<file path="src/rtl/lsg_pkg.sv">
package lsg_pkg;

    typedef enum logic [2:0] {
        LSG_NORMAL   = 3'd0,
        LSG_RECOVER  = 3'd1,
        LSG_WATCH    = 3'd2,
        LSG_DEGRADED = 3'd3,
        LSG_HALTED   = 3'd4
    } lsg_mode_e;

endpackage

</file>
<file path="src/rtl/lsg_cmp.sv">
module lsg_cmp #(
    parameter int DATA_W = 32
) (
    input  logic              en,
    input  logic [DATA_W-1:0] a_data,
    input  logic              a_valid,
    input  logic [DATA_W-1:0] b_data,
    input  logic              b_valid,
    output logic              miss
);

    logic strobe_split;
    logic word_diff;

    always_comb begin
        strobe_split = a_valid ^ b_valid;
        word_diff    = a_valid && b_valid && (a_data != b_data);
        miss         = en && (strobe_split || word_diff);
    end

endmodule

</file>
<file path="src/rtl/lsg_ctrl.sv">
module lsg_ctrl
    import lsg_pkg::*;
#(
    parameter int WATCH_CYCLES = 1024
) (
    input  logic      clk,
    input  logic      rst_n,
    input  logic      cmp_fault,
    input  logic      ext_any,
    input  logic      recov_done,
    input  logic      degrade_en,
    output lsg_mode_e mode
);

    localparam int CW = (WATCH_CYCLES > 1) ? $clog2(WATCH_CYCLES) : 1;
    localparam logic [CW-1:0] LAST = CW'(WATCH_CYCLES - 1);

    typedef struct packed {
        lsg_mode_e     mode;
        logic [CW-1:0] cnt;
    } ctrl_s;

    ctrl_s st_d, st_q;
    logic  fault_any;

    always_comb begin
        fault_any = cmp_fault || ext_any;
        st_d      = st_q;
        case (st_q.mode)
            LSG_NORMAL: begin
                if (fault_any) begin
                    st_d.mode = LSG_RECOVER;
                end
            end
            LSG_RECOVER: begin
                if (recov_done) begin
                    st_d.mode = LSG_WATCH;
                    st_d.cnt  = '0;
                end
            end
            LSG_WATCH: begin
                if (fault_any) begin
                    st_d.mode = degrade_en ? LSG_DEGRADED : LSG_HALTED;
                    st_d.cnt  = '0;
                end else if (st_q.cnt == LAST) begin
                    st_d.mode = LSG_NORMAL;
                    st_d.cnt  = '0;
                end else begin
                    st_d.cnt = st_q.cnt + 1'b1;
                end
            end
            LSG_DEGRADED: begin
                if (ext_any) begin
                    st_d.mode = LSG_HALTED;
                end
            end
            LSG_HALTED: begin
                st_d.mode = LSG_HALTED;
            end
            default: begin
                st_d.mode = LSG_HALTED;
            end
        endcase
    end

    always_ff @(posedge clk or negedge rst_n) begin
        if (!rst_n) begin
            st_q <= '{mode: LSG_NORMAL, cnt: '0};
        end else begin
            st_q <= st_d;
        end
    end

    assign mode = st_q.mode;

    AST_NORMAL_FAULT: assert property (@(posedge clk) disable iff (!rst_n)
        (st_q.mode == LSG_NORMAL && (cmp_fault || ext_any)) |=> st_q.mode == LSG_RECOVER);
    AST_RECOVER_HOLD: assert property (@(posedge clk) disable iff (!rst_n)
        (st_q.mode == LSG_RECOVER && !recov_done) |=> st_q.mode == LSG_RECOVER);
    AST_WATCH_BOUND: assert property (@(posedge clk) disable iff (!rst_n)
        st_q.mode == LSG_WATCH |-> st_q.cnt <= LAST);
    AST_RECUR_HALT: assert property (@(posedge clk) disable iff (!rst_n)
        (st_q.mode == LSG_WATCH && (cmp_fault || ext_any) && !degrade_en) |=> st_q.mode == LSG_HALTED);
    AST_HALT_STICKY: assert property (@(posedge clk) disable iff (!rst_n)
        st_q.mode == LSG_HALTED |=> st_q.mode == LSG_HALTED);
    AST_DEGRADED_EXT: assert property (@(posedge clk) disable iff (!rst_n)
        (st_q.mode == LSG_DEGRADED && ext_any) |=> st_q.mode == LSG_HALTED);

endmodule

</file>
<file path="src/rtl/lockstep_guard.sv">
module lockstep_guard
    import lsg_pkg::*;
#(
    parameter int DATA_W       = 32,
    parameter int N_EXT        = 4,
    parameter int WATCH_CYCLES = 1024,
    parameter int CMP_COPIES   = 2
) (
    input  logic              clk,
    input  logic              rst_n,
    input  logic [DATA_W-1:0] a_data,
    input  logic              a_valid,
    input  logic [DATA_W-1:0] b_data,
    input  logic              b_valid,
    input  logic [N_EXT-1:0]  ext_fault,
    input  logic              recov_done,
    input  logic              degrade_en,
    input  logic              healthy_sel,
    output logic              rollback_req,
    output logic              halt,
    output logic              out_en,
    output logic [DATA_W-1:0] out_data,
    output logic              out_valid,
    output logic [1:0]        sel_proc,
    output logic [2:0]        fault_status
);

    lsg_mode_e             mode;
    logic                  cmp_en;
    logic [CMP_COPIES-1:0] miss_vec;
    logic                  cmp_fault;
    logic                  ext_any;

    assign cmp_en = (mode != LSG_DEGRADED) && (mode != LSG_HALTED);

    for (genvar gi = 0; gi < CMP_COPIES; gi++) begin : g_cmp
        lsg_cmp #(.DATA_W(DATA_W)) i_cmp (
            .en      (cmp_en),
            .a_data  (a_data),
            .a_valid (a_valid),
            .b_data  (b_data),
            .b_valid (b_valid),
            .miss    (miss_vec[gi])
        );
    end

    // A clean verdict needs every copy to agree that there is no mismatch.
    assign cmp_fault = |miss_vec;
    assign ext_any   = |ext_fault;

    lsg_ctrl #(.WATCH_CYCLES(WATCH_CYCLES)) i_ctrl (
        .clk        (clk),
        .rst_n      (rst_n),
        .cmp_fault  (cmp_fault),
        .ext_any    (ext_any),
        .recov_done (recov_done),
        .degrade_en (degrade_en),
        .mode       (mode)
    );

    always_comb begin
        rollback_req = (mode == LSG_RECOVER);
        halt         = (mode == LSG_HALTED);
        out_en       = (mode != LSG_HALTED);
        fault_status = mode;
        out_data     = '0;
        out_valid    = 1'b0;
        sel_proc     = 2'b00;
        case (mode)
            LSG_HALTED: begin
                sel_proc = 2'b00;
            end
            LSG_DEGRADED: begin
                sel_proc  = healthy_sel ? 2'b10 : 2'b01;
                out_data  = healthy_sel ? b_data : a_data;
                out_valid = healthy_sel ? b_valid : a_valid;
            end
            default: begin
                sel_proc  = 2'b11;
                out_data  = a_data;
                out_valid = a_valid;
            end
        endcase
    end

    AST_SPLIT_STROBE: assert property (@(posedge clk) disable iff (!rst_n)
        (mode == LSG_NORMAL && (a_valid != b_valid)) |=> rollback_req);
    AST_EXT_FAULT: assert property (@(posedge clk) disable iff (!rst_n)
        (mode == LSG_NORMAL && ext_any) |=> rollback_req);
    AST_HALT_NO_OE: assert property (@(posedge clk) disable iff (!rst_n)
        halt |-> (!out_en && !out_valid && sel_proc == 2'b00));
    AST_DEGRADED_ONE: assert property (@(posedge clk) disable iff (!rst_n)
        fault_status == 3'd3 |-> $onehot(sel_proc));
    AST_DEGRADED_MISS: assert property (@(posedge clk) disable iff (!rst_n)
        (fault_status == 3'd3 && !ext_any) |=> fault_status == 3'd3);

endmodule

</file>
<file path="config.mk">
export PLATFORM = sky130hd
export DESIGN_NAME = lockstep_guard
export DESIGN_NICKNAME = d
export VERILOG_FILES = /design/src/rtl/lsg_pkg.sv /design/src/rtl/lsg_cmp.sv /design/src/rtl/lsg_ctrl.sv /design/src/rtl/lockstep_guard.sv
export SDC_FILE = /design/constraint.sdc
export NUM_CORES = 1
export LEC_CHECK = 0
export BUFFER_PORTS_ARGS = -buffer_cell sky130_fd_sc_hd__buf_4
export CAP_MARGIN = 20
export CORE_MARGIN = 2
export CORE_UTILIZATION = 43
export DETAILED_ROUTE_END_ITERATION = 8
export GPL_TIMING_DRIVEN = 0
export PLACE_DENSITY = 0.82
export SETUP_SLACK_MARGIN = 0.1
export SLEW_MARGIN = 0
export SYNTH_ARGS = -nofsm -noshare
export SYNTH_HDL_FRONTEND = slang
export SYNTH_SLANG_ARGS = --single-unit
</file>
<file path="constraint.sdc">
create_clock -name clk -period 1.89 [get_ports clk]
set_input_delay 0.378 -clock clk [delete_from_list [all_inputs] [get_ports clk]]
set_output_delay 0.378 -clock clk [all_outputs]
set_load 0.05 [all_outputs]
</file>
==> results.md, run 1 <==
Placed design
* **Routability Congestion** 0.844
* **input/output buffers** 115
* **Detail Placement HPWL** 5.23 mm

Clock network
* **CTS HTree Levels** 1
* **Resized Gates After CTS** 141
* **total clock sinks** 13
* **cts hold-fix bufs** 1
* **maximum clock path buffer count** 2
* **CTS Root Cell** sky130_fd_sc_hd__clkbuf_8
* **buffers inserted during post-CTS setup optimization** 12
* **number of buffers created by CTS** 3

Die
* **die outline height** 67.3 um
* **std cell rows** 22
* **Die Width** 67.3 um
* **IO Count** 116
* **Starting Density** 46.0%

Yosys
* **number of enable flip-flop cells after synthesis** 0
* **post-synthesis sequential element count** 13
* **number of warnings printed during yosys synthesis** 0
* **top flip-flop cell by instance count after synthesis** sky130_fd_sc_hd__dfrtp_1
* **fraction of the yosys area taken by sequential cells** 18.9%
* **post-synth design cell area** 0.00172 mm^2
* **Post-Syn Nets** 335
* **post-synthesis instance total** 258
* **share of flip-flops with an asynchronous set or reset** 100%
* **post-synthesis cell type count** 40
* **average cell area after synthesis** 6.67 um^2

Run status
* **Exit stage** clock tree synthesis
* **Tool Error** [ERROR DPL-0033] detailed placement checks failed during check placement.
* **result of the run** aborted with a tool error

synthesized netlist by cell type (2+ instances only):
cell type                  number  area share, %
sky130_fd_sc_hd__buf_4          4            1.7
sky130_fd_sc_hd__nand3b_1       2           0.87
sky130_fd_sc_hd__xor2_1        32             16
sky130_fd_sc_hd__a31oi_1        4            1.5
sky130_fd_sc_hd__nand4_1        4            1.5
sky130_fd_sc_hd__nand3_1       43             13
sky130_fd_sc_hd__o21ai_1        3           0.87
sky130_fd_sc_hd__nand2b_1       2           0.73
sky130_fd_sc_hd__buf_2          5            1.5
sky130_fd_sc_hd__inv_1          6            1.3
sky130_fd_sc_hd__o21ai_0        2           0.58
sky130_fd_sc_hd__ha_1           2            1.5
sky130_fd_sc_hd__nand2_1       80             17
sky130_fd_sc_hd__and2_1         4            1.5
sky130_fd_sc_hd__nor4_1         8            2.9
sky130_fd_sc_hd__nor3_1         2           0.58
sky130_fd_sc_hd__dfrtp_1       13             19
sky130_fd_sc_hd__o211ai_1       2           0.87
sky130_fd_sc_hd__and3_1         3            1.1
sky130_fd_sc_hd__nor2_1         5            1.1
sky130_fd_sc_hd__a21oi_1        4            1.2
sky130_fd_sc_hd__clkbuf_1       7            1.5
sky130_fd_sc_hd__mux2i_1        3            1.7
sky130_fd_sc_hd__a21o_1         2           0.87
per-stage QoR:
stage                     TNS (ps)  cells  worst slack, ps  util, %  area [um^2]
after floorplan                  0    258             4.15        -         1960
after global placement       -6460    421             -194     76.9         2880
after detailed placement     -6980    421             -217     76.9         2880
cells by family after synthesis:
family,after synthesis,share of synthesized area [%]
compound gates,22,8.36
mux,3,1.74
buf+inv,23,6.69
flops,13,18.9
xor+xnor,33,16.8
simple gates,162,46.1
fa+ha+maj,2,1.45
==> inputs of run 2 (changes only) <==
CORE_UTILIZATION = 28   (was 43)
PLACE_DENSITY = default   (was 0.82)
PLACE_DENSITY_LB_ADDON = 0.15   (was default)
SETUP_SLACK_MARGIN = default   (was 0.1)
==> run 2 against run 1 <==
Effect of this change: area after synthesis unchanged; the flow now finishes, with violations (negative setup slack); synthesized cell count unchanged.
==> results.md, run 2 <==
STA
* **RSZ-0062 raised after global routing** yes
* **max_slew headroom** 76.5%
* **crit path time final** 2040 ps
* **period utilisation layout** 108%
* **slew at the pin closest to its max-slew limit** 350 ps
* **maximum achievable frequency** 0.489 GHz
* **Sum Neg Setup Slack** -3610 ps
* **count of endpoints failing setup in the final report** 34
* **Hold WS** 484 ps
* **Setup WS post-layout** -154 ps
* **number of max-slew violations in the final report** 0
* **clock skew after layout** 1.85 ps
* **number of endpoints with negative hold slack in the final report** 0

Clock network
* **number of buffers created by CTS** 3
* **clock-pin slew of the registers on the worst-case setup and hold paths** 50 ps
* **CTS HTree Levels** 1
* **maximum clock path buffer count** 2
* **insertion delay of the later-clocked pin in the worst-skew pair** 240 ps
* **CTS tree** done
* **CTS Root Cell** sky130_fd_sc_hd__clkbuf_8
* **total clock sinks** 13

Global routing
* **overall global routing resource usage** 21.3%
* **largest net degree at the start of global routing** 14
* **wire length of the first global-routing pass** 11.1 mm
* **antenna violations before repair** 0
* **via count of the first global-routing pass** 2370
* **GRT overflow** 0

Yosys
* **top flip-flop cell by instance count after synthesis** sky130_fd_sc_hd__dfrtp_1
* **Post-Syn Nets** 335
* **post-synthesis sequential element count** 13
* **biggest area consumer among synthesized cells** sky130_fd_sc_hd__dfrtp_1
* **post-synthesis cell type count** 40
* **share of flip-flops with an asynchronous set or reset** 100%
* **fraction of the yosys area taken by sequential cells** 18.9%
* **post-synth design cell area** 0.00172 mm^2
* **most used standard cell by instance count after synthesis** sky130_fd_sc_hd__nand2_1
* **post-synthesis instance total** 258
* **cell types occupying the most area after synthesis** sky130_fd_sc_hd__dfrtp_1 19%, sky130_fd_sc_hd__nand2_1 17%, sky130_fd_sc_hd__xor2_1 16%
* **average cell area after synthesis** 6.67 um^2
* **top cells by instance count after synthesis** 80 x sky130_fd_sc_hd__nand2_1, 43 x sky130_fd_sc_hd__nand3_1, 32 x sky130_fd_sc_hd__xor2_1, 13 x sky130_fd_sc_hd__dfrtp_1, 8 x sky130_fd_sc_hd__nor4_1
* **number of warnings printed during yosys synthesis** 0
* **number of enable flip-flop cells after synthesis** 0
* **fraction of post-synthesis cell area in the top cell type by area** 18.9%

Die
* **die area** 0.00679 mm^2
* **IO Count** 116
* **std cell rows** 28
* **Die Width** 82.4 um
* **Starting Density** 29.1%
* **die outline height** 82.4 um
* **area of the placeable core** 0.00592 mm^2

Routing
* **DRC violations left** 0
* **antenna-violating nets left** 0
* **DR iter-0 viols** 69
* **routed length on met3** 544 um
* **final routed wirelength across all metal layers** 7.11 mm
* **Avg WL per Cell** 15.2 um
* **Pre-antenna DRT Iters** 4
* **via/cell ratio** 5.04
* **detailed-routing wirelength on met1** 2.74 mm
* **total via count after detailed routing** 2366
* **top routing layer used** met4
* **routed wire length on met2** 3.78 mm

Placed design
* **Detail Placement HPWL** 5.26 mm
* **Routability Congestion** 0.794
* **minimum setup slack after placement** -431 ps
* **input/output buffers** 115

Layout
* **antenna diode count** 0
* **number of flip-flops in the largest register** 10
* **register name with the most flops** i_ctrl.st_q
* **Final Core Density** 60.6%
* **multi-input gate area in the final layout** 0.00164 mm^2
* **sequential cell area in the final layout** 329 um^2
* **commonest non-fill, non-tap cell in the layout** sky130_fd_sc_hd__buf_4
* **NumNets Final** 472
* **FILL cells** 529
* **highest-count cells in the layout ignoring fill and taps** 97 x sky130_fd_sc_hd__buf_4, 43 x sky130_fd_sc_hd__nand3_1, 36 x sky130_fd_sc_hd__nand2_4, 36 x sky130_fd_sc_hd__buf_8, 32 x sky130_fd_sc_hd__xor2_1
* **share of cells above drive strength 1** 56.3%
* **growth of design area from synthesis to finish** 108%

Critical path
* **capturing element type of the critical path** output port
* **endpoint of the worst-slack reg-to-reg timing path** i_ctrl.st_q[8]$_DFFE_PN0P_
* **data arrival time of the critical path** 1670 ps
* **path depth of the worst reg2reg path** 9
* **required time worst endpoint** 1510 ps
* **kind of launch point of the worst setup path** register
* **R2R Path Start** i_ctrl.mode[0]$_DFFE_PN0P_
* **Max Fanout on Critical Path** 6
* **register-to-register setup slack** 100 ps
* **CP Class** register to output port

Power and ir drop
* **power density relative to cell area** 1220 mW/mm^2
* **leakage power figure** 1.74 nW
* **worst voltage drop across the vdd grid** 899 uV

Flow run
* **max-cap viol count** 0

Hold path
* **min-delay src** ext_fault[2]
* **Min-Delay Path Class** input pin to register
* **Worst Hold Path EP** i_ctrl.mode[2]$_DFFE_PN0P_
* **instance count along the most critical hold path** 4

Run status
* **result of the run** finished, violations left
* **violations in the final reports** negative setup slack

run 2: where the power goes:
group	leakage, nW	switching (mW)	internal [mW]
combinational	1.54	2.30	1.51
clock	0.0228	0.0948	0.149
sequential	0.173	0.0213	0.303
run 2: routing by layer:
layer	up-vias	track usage (%)
li1	1156	-
met1	1120	24.1
met2	86	40.4
met3	4	5.76
met4	0	2.83
met5	-	0
run 2: how the worst max path moves through the flow:
| stage | slack (ps) | cells past startpoint | to | startpoint |
|---|---|---|---|---|
| after global routing | -200 | 7 | out_data[18] | i_ctrl.mode[2]$_DFFE_PN0P_ |
| after floorplan | -170 | 7 | out_data[10] | i_ctrl.mode[2]$_DFFE_PN0P_ |
| after global placement | -440 | 7 | out_data[21] | i_ctrl.mode[2]$_DFFE_PN0P_ |
| after detailed placement | -430 | 7 | out_data[9] | i_ctrl.mode[2]$_DFFE_PN0P_ |
| final | -150 | 7 | out_data[29] | i_ctrl.mode[2]$_DFFE_PN0P_ |
| after CTS | -170 | 7 | out_data[9] | i_ctrl.mode[2]$_DFFE_PN0P_ |
run 2: what timing repair did:
action	CTS	global route
hold endpoints to repair	13	0
hold buffers	1	0
gates cloned	1	1
pin swaps	1	18
setup endpoints to repair	36	49
gates resized for setup	103	45
setup buffers	13	6
run 2: kinds of logic (layout without fill, tap and decap cells):
group	Yosys count	in the layout	share of synthesized area (%)
flip-flops	13	13	18.9
multiplexers	3	3	1.74
AO/OA/AOI/OAI	22	22	8.36
adder cells (fa/ha/maj)	2	2	1.45
AND/OR/NAND/NOR	162	162	46.1
buffers and inverters	23	159	6.69
XOR/XNOR	33	33	16.8
run 2: worst max-delay path: stages, from the launching register on:
cell                      delay (ps)
sky130_fd_sc_hd__dfrtp_2         410
sky130_fd_sc_hd__and3b_2         290
sky130_fd_sc_hd__and2_4          220
sky130_fd_sc_hd__buf_6           120
sky130_fd_sc_hd__buf_12          130
sky130_fd_sc_hd__nand2_4          50
sky130_fd_sc_hd__nand2_4          50
sky130_fd_sc_hd__buf_8           140
run 2: per-stage QoR:
stage	power [mW]	std cells	area [um^2]
floorplan	2.56	258	1950
CTS	4.30	465	3430
global route	4.57	469	3590
finish	4.38	469	3590
detailed placement	3.47	448	2910
global placement	3.46	448	2910
run 2: area by class of cell:
cell class	count	area share, %
clock buffer	4	1.26
timing repair buffer	136	36.6
tap	75	2.62
multi-input combinational	222	45.7
inverter	6	0.628
buffer	13	4.01
sequential	13	9.17
(Power assumes the default switching activity.)
==> inputs of run 3 (changes only) <==
BUFFER_PORTS_ARGS = default   (was -buffer_cell sky130_fd_sc_hd__buf_4)
DONT_BUFFER_PORTS = 1   (was default)
MAX_ROUTING_LAYER = met4   (was default)
==> run 3 against run 2 <==
Effect of this change: global-route usage fell by 2.4 points; first-iteration DRC count rose by 26%; die area did not move; the flow still finishes with violations (negative setup slack); setup slack got worse by 7.0 ps; largest cell class unchanged; clock skew rose by 1.9 ps; highest routed layer unchanged; power fell by 15%; hold slack got worse by 100 ps; routed wire length fell by 2.8%.
==> results.md, run 3 (synthesis gave the netlist of run 2 again) <==
Clock network
* **total clock sinks** 13
* **CTS Root Cell** sky130_fd_sc_hd__clkbuf_8
* **CTS HTree Levels** 1
* **maximum clock path buffer count** 2
* **number of buffers created by CTS** 3
* **clock-pin slew of the registers on the worst-case setup and hold paths** 50 ps
* **insertion delay of the later-clocked pin in the worst-skew pair** 240 ps
* **CTS tree** done

Placed design
* **input/output buffers** 0
* **number of placed instances with taps included** 333
* **Detail Placement HPWL** 4.51 mm
* **Routability Congestion** 0.802

Hold path
* **Min-Delay Path Class** input pin to register

Global routing
* **wire length of the first global-routing pass** 9.50 mm
* **largest net degree at the start of global routing** 14
* **overall global routing resource usage** 18.9%
* **GRT overflow** 0
* **via count of the first global-routing pass** 1887
* **antenna violations before repair** 0

Critical path
* **register-to-register setup slack** 110 ps
* **CP Class** register to output port
* **R2R Path Start** i_ctrl.mode[1]$_DFFE_PN0P_
* **Max Fanout on Critical Path** 5
* **launching instance or port of the critical path** i_ctrl.mode[2]$_DFFE_PN0P_
* **timing endpoint of the critical path** out_data[21]
* **data arrival time of the critical path** 1670 ps
* **kind of launch point of the worst setup path** register
* **path depth of the worst reg2reg path** 8
* **endpoint of the worst-slack reg-to-reg timing path** i_ctrl.st_q[8]$_DFFE_PN0P_
* **required time worst endpoint** 1510 ps
* **capturing element type of the critical path** output port

Routing
* **total via count after detailed routing** 1993
* **detailed-routing wirelength on met1** 2.73 mm
* **final routed wirelength across all metal layers** 6.91 mm
* **Avg WL per Cell** 19.2 um
* **antenna-violating nets left** 0
* **Pre-antenna DRT Iters** 4
* **DR iter-0 viols** 87
* **top routing layer used** met4
* **DRC violations left** 0
* **routed wire length on met2** 3.61 mm
* **via/cell ratio** 5.54
* **routed length on met3** 529 um

Layout
* **share of cells above drive strength 1** 51.9%
* **count of non-filler cells in the finished layout** 360
* **antenna diode count** 0
* **FILL cells** 523
* **number of flip-flops in the largest register** 10
* **growth of design area from synthesis to finish** 84.2%
* **Final Core Density** 53.6%
* **NumNets Final** 363
* **register name with the most flops** i_ctrl.st_q
* **highest-count cells in the layout ignoring fill and taps** 32 x sky130_fd_sc_hd__xor2_1, 29 x sky130_fd_sc_hd__nand2_8, 23 x sky130_fd_sc_hd__nand2_4, 23 x sky130_fd_sc_hd__buf_4, 21 x sky130_fd_sc_hd__nand3_1
* **commonest non-fill, non-tap cell in the layout** sky130_fd_sc_hd__xor2_1
* **multi-input gate area in the final layout** 0.00222 mm^2
* **sequential cell area in the final layout** 329 um^2

STA
* **number of max-slew violations in the final report** 0
* **period utilisation layout** 109%
* **count of endpoints failing setup in the final report** 34
* **Hold WS** 382 ps
* **max_slew headroom** 57.6%
* **maximum achievable frequency** 0.487 GHz
* **number of endpoints with negative hold slack in the final report** 0
* **crit path time final** 2050 ps
* **Setup WS post-layout** -161 ps
* **clock skew after layout** 3.77 ps
* **RSZ-0062 raised after global routing** yes
* **slew at the pin closest to its max-slew limit** 633 ps

Die
* **area of the placeable core** 0.00592 mm^2
* **Starting Density** 29.1%
* **std cell rows** 28
* **die area** 0.00679 mm^2
* **IO Count** 116
* **Die Width** 82.4 um
* **die outline height** 82.4 um

Power and ir drop
* **worst voltage drop across the vdd grid** 819 uV
* **power density relative to cell area** 1180 mW/mm^2
* **overall power of the completed layout** 3.75 mW
* **leakage power figure** 1.26 nW

Flow run
* **max-cap viol count** 0

Run status
* **result of the run** finished, violations left
* **violations in the final reports** negative setup slack

run 3: changes by cell type in the layout (fill, tap and decap cells not counted), moves of 8 or more:
cell	before	now
sky130_fd_sc_hd__nand3_2	0	9
sky130_fd_sc_hd__nand2_1	25	12
sky130_fd_sc_hd__buf_4	97	23
sky130_fd_sc_hd__buf_6	10	2
sky130_fd_sc_hd__nand2_4	36	23
sky130_fd_sc_hd__buf_8	36	2
sky130_fd_sc_hd__nand3_4	0	13
sky130_fd_sc_hd__nand2_8	0	29
sky130_fd_sc_hd__nand3_1	43	21
run 3: worst min path at each step:
stage                             from                    endpoint  slack, ps  cells past startpoint
after floorplan                  rst_n  i_ctrl.mode[0]$_DFFE_PN0P_         80                      0
after detailed placement         rst_n  i_ctrl.mode[0]$_DFFE_PN0P_         80                      0
after CTS                 ext_fault[2]  i_ctrl.mode[2]$_DFFE_PN0P_        380                      3
after global routing      ext_fault[2]  i_ctrl.mode[2]$_DFFE_PN0P_        390                      3
after global placement           rst_n  i_ctrl.mode[0]$_DFFE_PN0P_         80                      0
final                     ext_fault[2]  i_ctrl.mode[2]$_DFFE_PN0P_        380                      3
run 3: critical path, stage by stage (launching register included):
cell,delay (ps)
sky130_fd_sc_hd__dfrtp_2,440
sky130_fd_sc_hd__and3b_2,280
sky130_fd_sc_hd__and2_4,190
sky130_fd_sc_hd__buf_12,130
sky130_fd_sc_hd__buf_12,150
sky130_fd_sc_hd__nand2_2,80
sky130_fd_sc_hd__nand2_4,160
run 3: routing by layer:
layer	up-vias	global-route usage (%)
met2	89	34.9
met4	0	1.50
met1	952	21.8
met5	-	-
met3	10	3.80
li1	942	-
run 3: area by class of cell:
cell class              count  area share [%]
repair buffers             26            9.35
well taps                  75            2.96
clock buffers               4            1.42
plain buffers              14            5.17
flip-flops and latches     13            10.4
inverters                   6           0.828
multi-input cells         222            69.9
run 3: repair_timing:
| item | 4_1_cts | 5_1_grt |
|---|---|---|
| pin swaps | 23 | 40 |
| hold buffers | 1 | 0 |
| gates resized for setup | 81 | 91 |
| endpoints found under the hold margin | 13 | 0 |
| buffers inserted | 14 | 6 |
| endpoints found under the setup margin | 40 | 41 |
| gates cloned | 2 | 3 |
run 3: where the power goes:
group / internal (mW) / total (mW) / switching [mW]
clock: 0.149 / 0.247 / 0.0982
sequential: 0.303 / 0.332 / 0.0291
combinational: 0.841 / 3.17 / 2.33
total: 1.29 / 3.75 / 2.45
run 3: per-stage QoR:
stage | worst slack [ps] | TNS, ps | area (um^2)
2_1_floorplan | -171 | -834 | 1950
3_3_place_gp | -438 | -11570 | 2050
3_5_place_dp | -408 | -11250 | 2050
4_1_cts | -183 | -5340 | 2590
5_1_grt | -229 | -6190 | 3170
6_report | -161 | -3960 | 3170
==> inputs of run 4 (changes only) <==
BUFFER_PORTS_ARGS = -buffer_cell sky130_fd_sc_hd__buf_4   (was default)
CORE_UTILIZATION = 43   (was 28)
DONT_BUFFER_PORTS = default   (was 1)
==> run 4 against run 3 <==
Effect of this change: the run now fails in global routing; area after synthesis is the same; synthesized cell count is the same.
==> results.md, run 4 <==
Yosys
* **most used standard cell by instance count after synthesis** sky130_fd_sc_hd__nand2_1
* **post-synth design cell area** 0.00172 mm^2
* **post-synthesis cell type count** 40
* **post-synthesis sequential element count** 13
* **biggest area consumer among synthesized cells** sky130_fd_sc_hd__dfrtp_1
* **number of enable flip-flop cells after synthesis** 0
* **top flip-flop cell by instance count after synthesis** sky130_fd_sc_hd__dfrtp_1
* **top cells by instance count after synthesis** 80 x sky130_fd_sc_hd__nand2_1, 43 x sky130_fd_sc_hd__nand3_1, 32 x sky130_fd_sc_hd__xor2_1, 13 x sky130_fd_sc_hd__dfrtp_1, 8 x sky130_fd_sc_hd__nor4_1
* **fraction of post-synthesis cell area in the top cell type by area** 18.9%
* **share of flip-flops with an asynchronous set or reset** 100%
* **number of warnings printed during yosys synthesis** 0
* **average cell area after synthesis** 6.67 um^2
* **cell types occupying the most area after synthesis** sky130_fd_sc_hd__dfrtp_1 19%, sky130_fd_sc_hd__nand2_1 17%, sky130_fd_sc_hd__xor2_1 16%
* **Post-Syn Nets** 335
* **post-synthesis instance total** 258
* **fraction of the yosys area taken by sequential cells** 18.9%

Placed design
* **Detail Placement HPWL** 5.12 mm
* **dpl cell area** 0.00288 mm^2
* **minimum setup slack after placement** -395 ps
* **input/output buffers** 115
* **Routability Congestion** 0.856

Run status
* **Exit stage** global routing
* **result of the run** aborted with a tool error
* **Tool Error** [ERROR GRT-0232] Routing congestion too high. Check the congestion heatmap in the GUI.

Die
* **Starting Density** 46.0%
* **IO Count** 116
* **Die Width** 67.3 um
* **die outline height** 67.3 um
* **std cell rows** 22

Global routing
* **largest net degree at the start of global routing** 14
* **overall global routing resource usage** 78.4%
* **GRT overflow** 113

Clock network
* **number of buffers created by CTS** 3
* **maximum clock path buffer count** 2
* **CTS HTree Levels** 1
* **CTS Root Cell** sky130_fd_sc_hd__clkbuf_8
* **total clock sinks** 13

STA
* **pin category terminating the worst setup path after the last repair** output port
* **Crit. endpoint post-GRT repair** out_data[24]

-- run 4: through the flow --
stage	util, %	TNS [ps]	cells
after global placement	76.8	-11090	421
after CTS	91.9	-6580	434
after detailed placement	76.8	-11620	421
after floorplan	-	-834	258
-- run 4: logic make-up after synthesis --
family          after synthesis  synth area share (%)
flops                        13                  18.9
fa+ha+maj                     2                  1.45
xor+xnor                     33                  16.8
buf+inv                      23                  6.69
simple gates                162                  46.1
mux                           3                  1.74
compound gates               22                  8.36
-- run 4: routing by layer --
metal  track usage, %  overflow
met5                -         -
met3             51.0         0
met1             68.1         0
met4             94.6        44
met2              103        69
-- run 4: timing repair --
item / in CTS
pin swaps: 6
endpoints found under the hold margin: 13
buffers inserted: 7
hold buffers: 1
resized for setup: 119
cloned: 2
endpoints found under the setup margin: 36
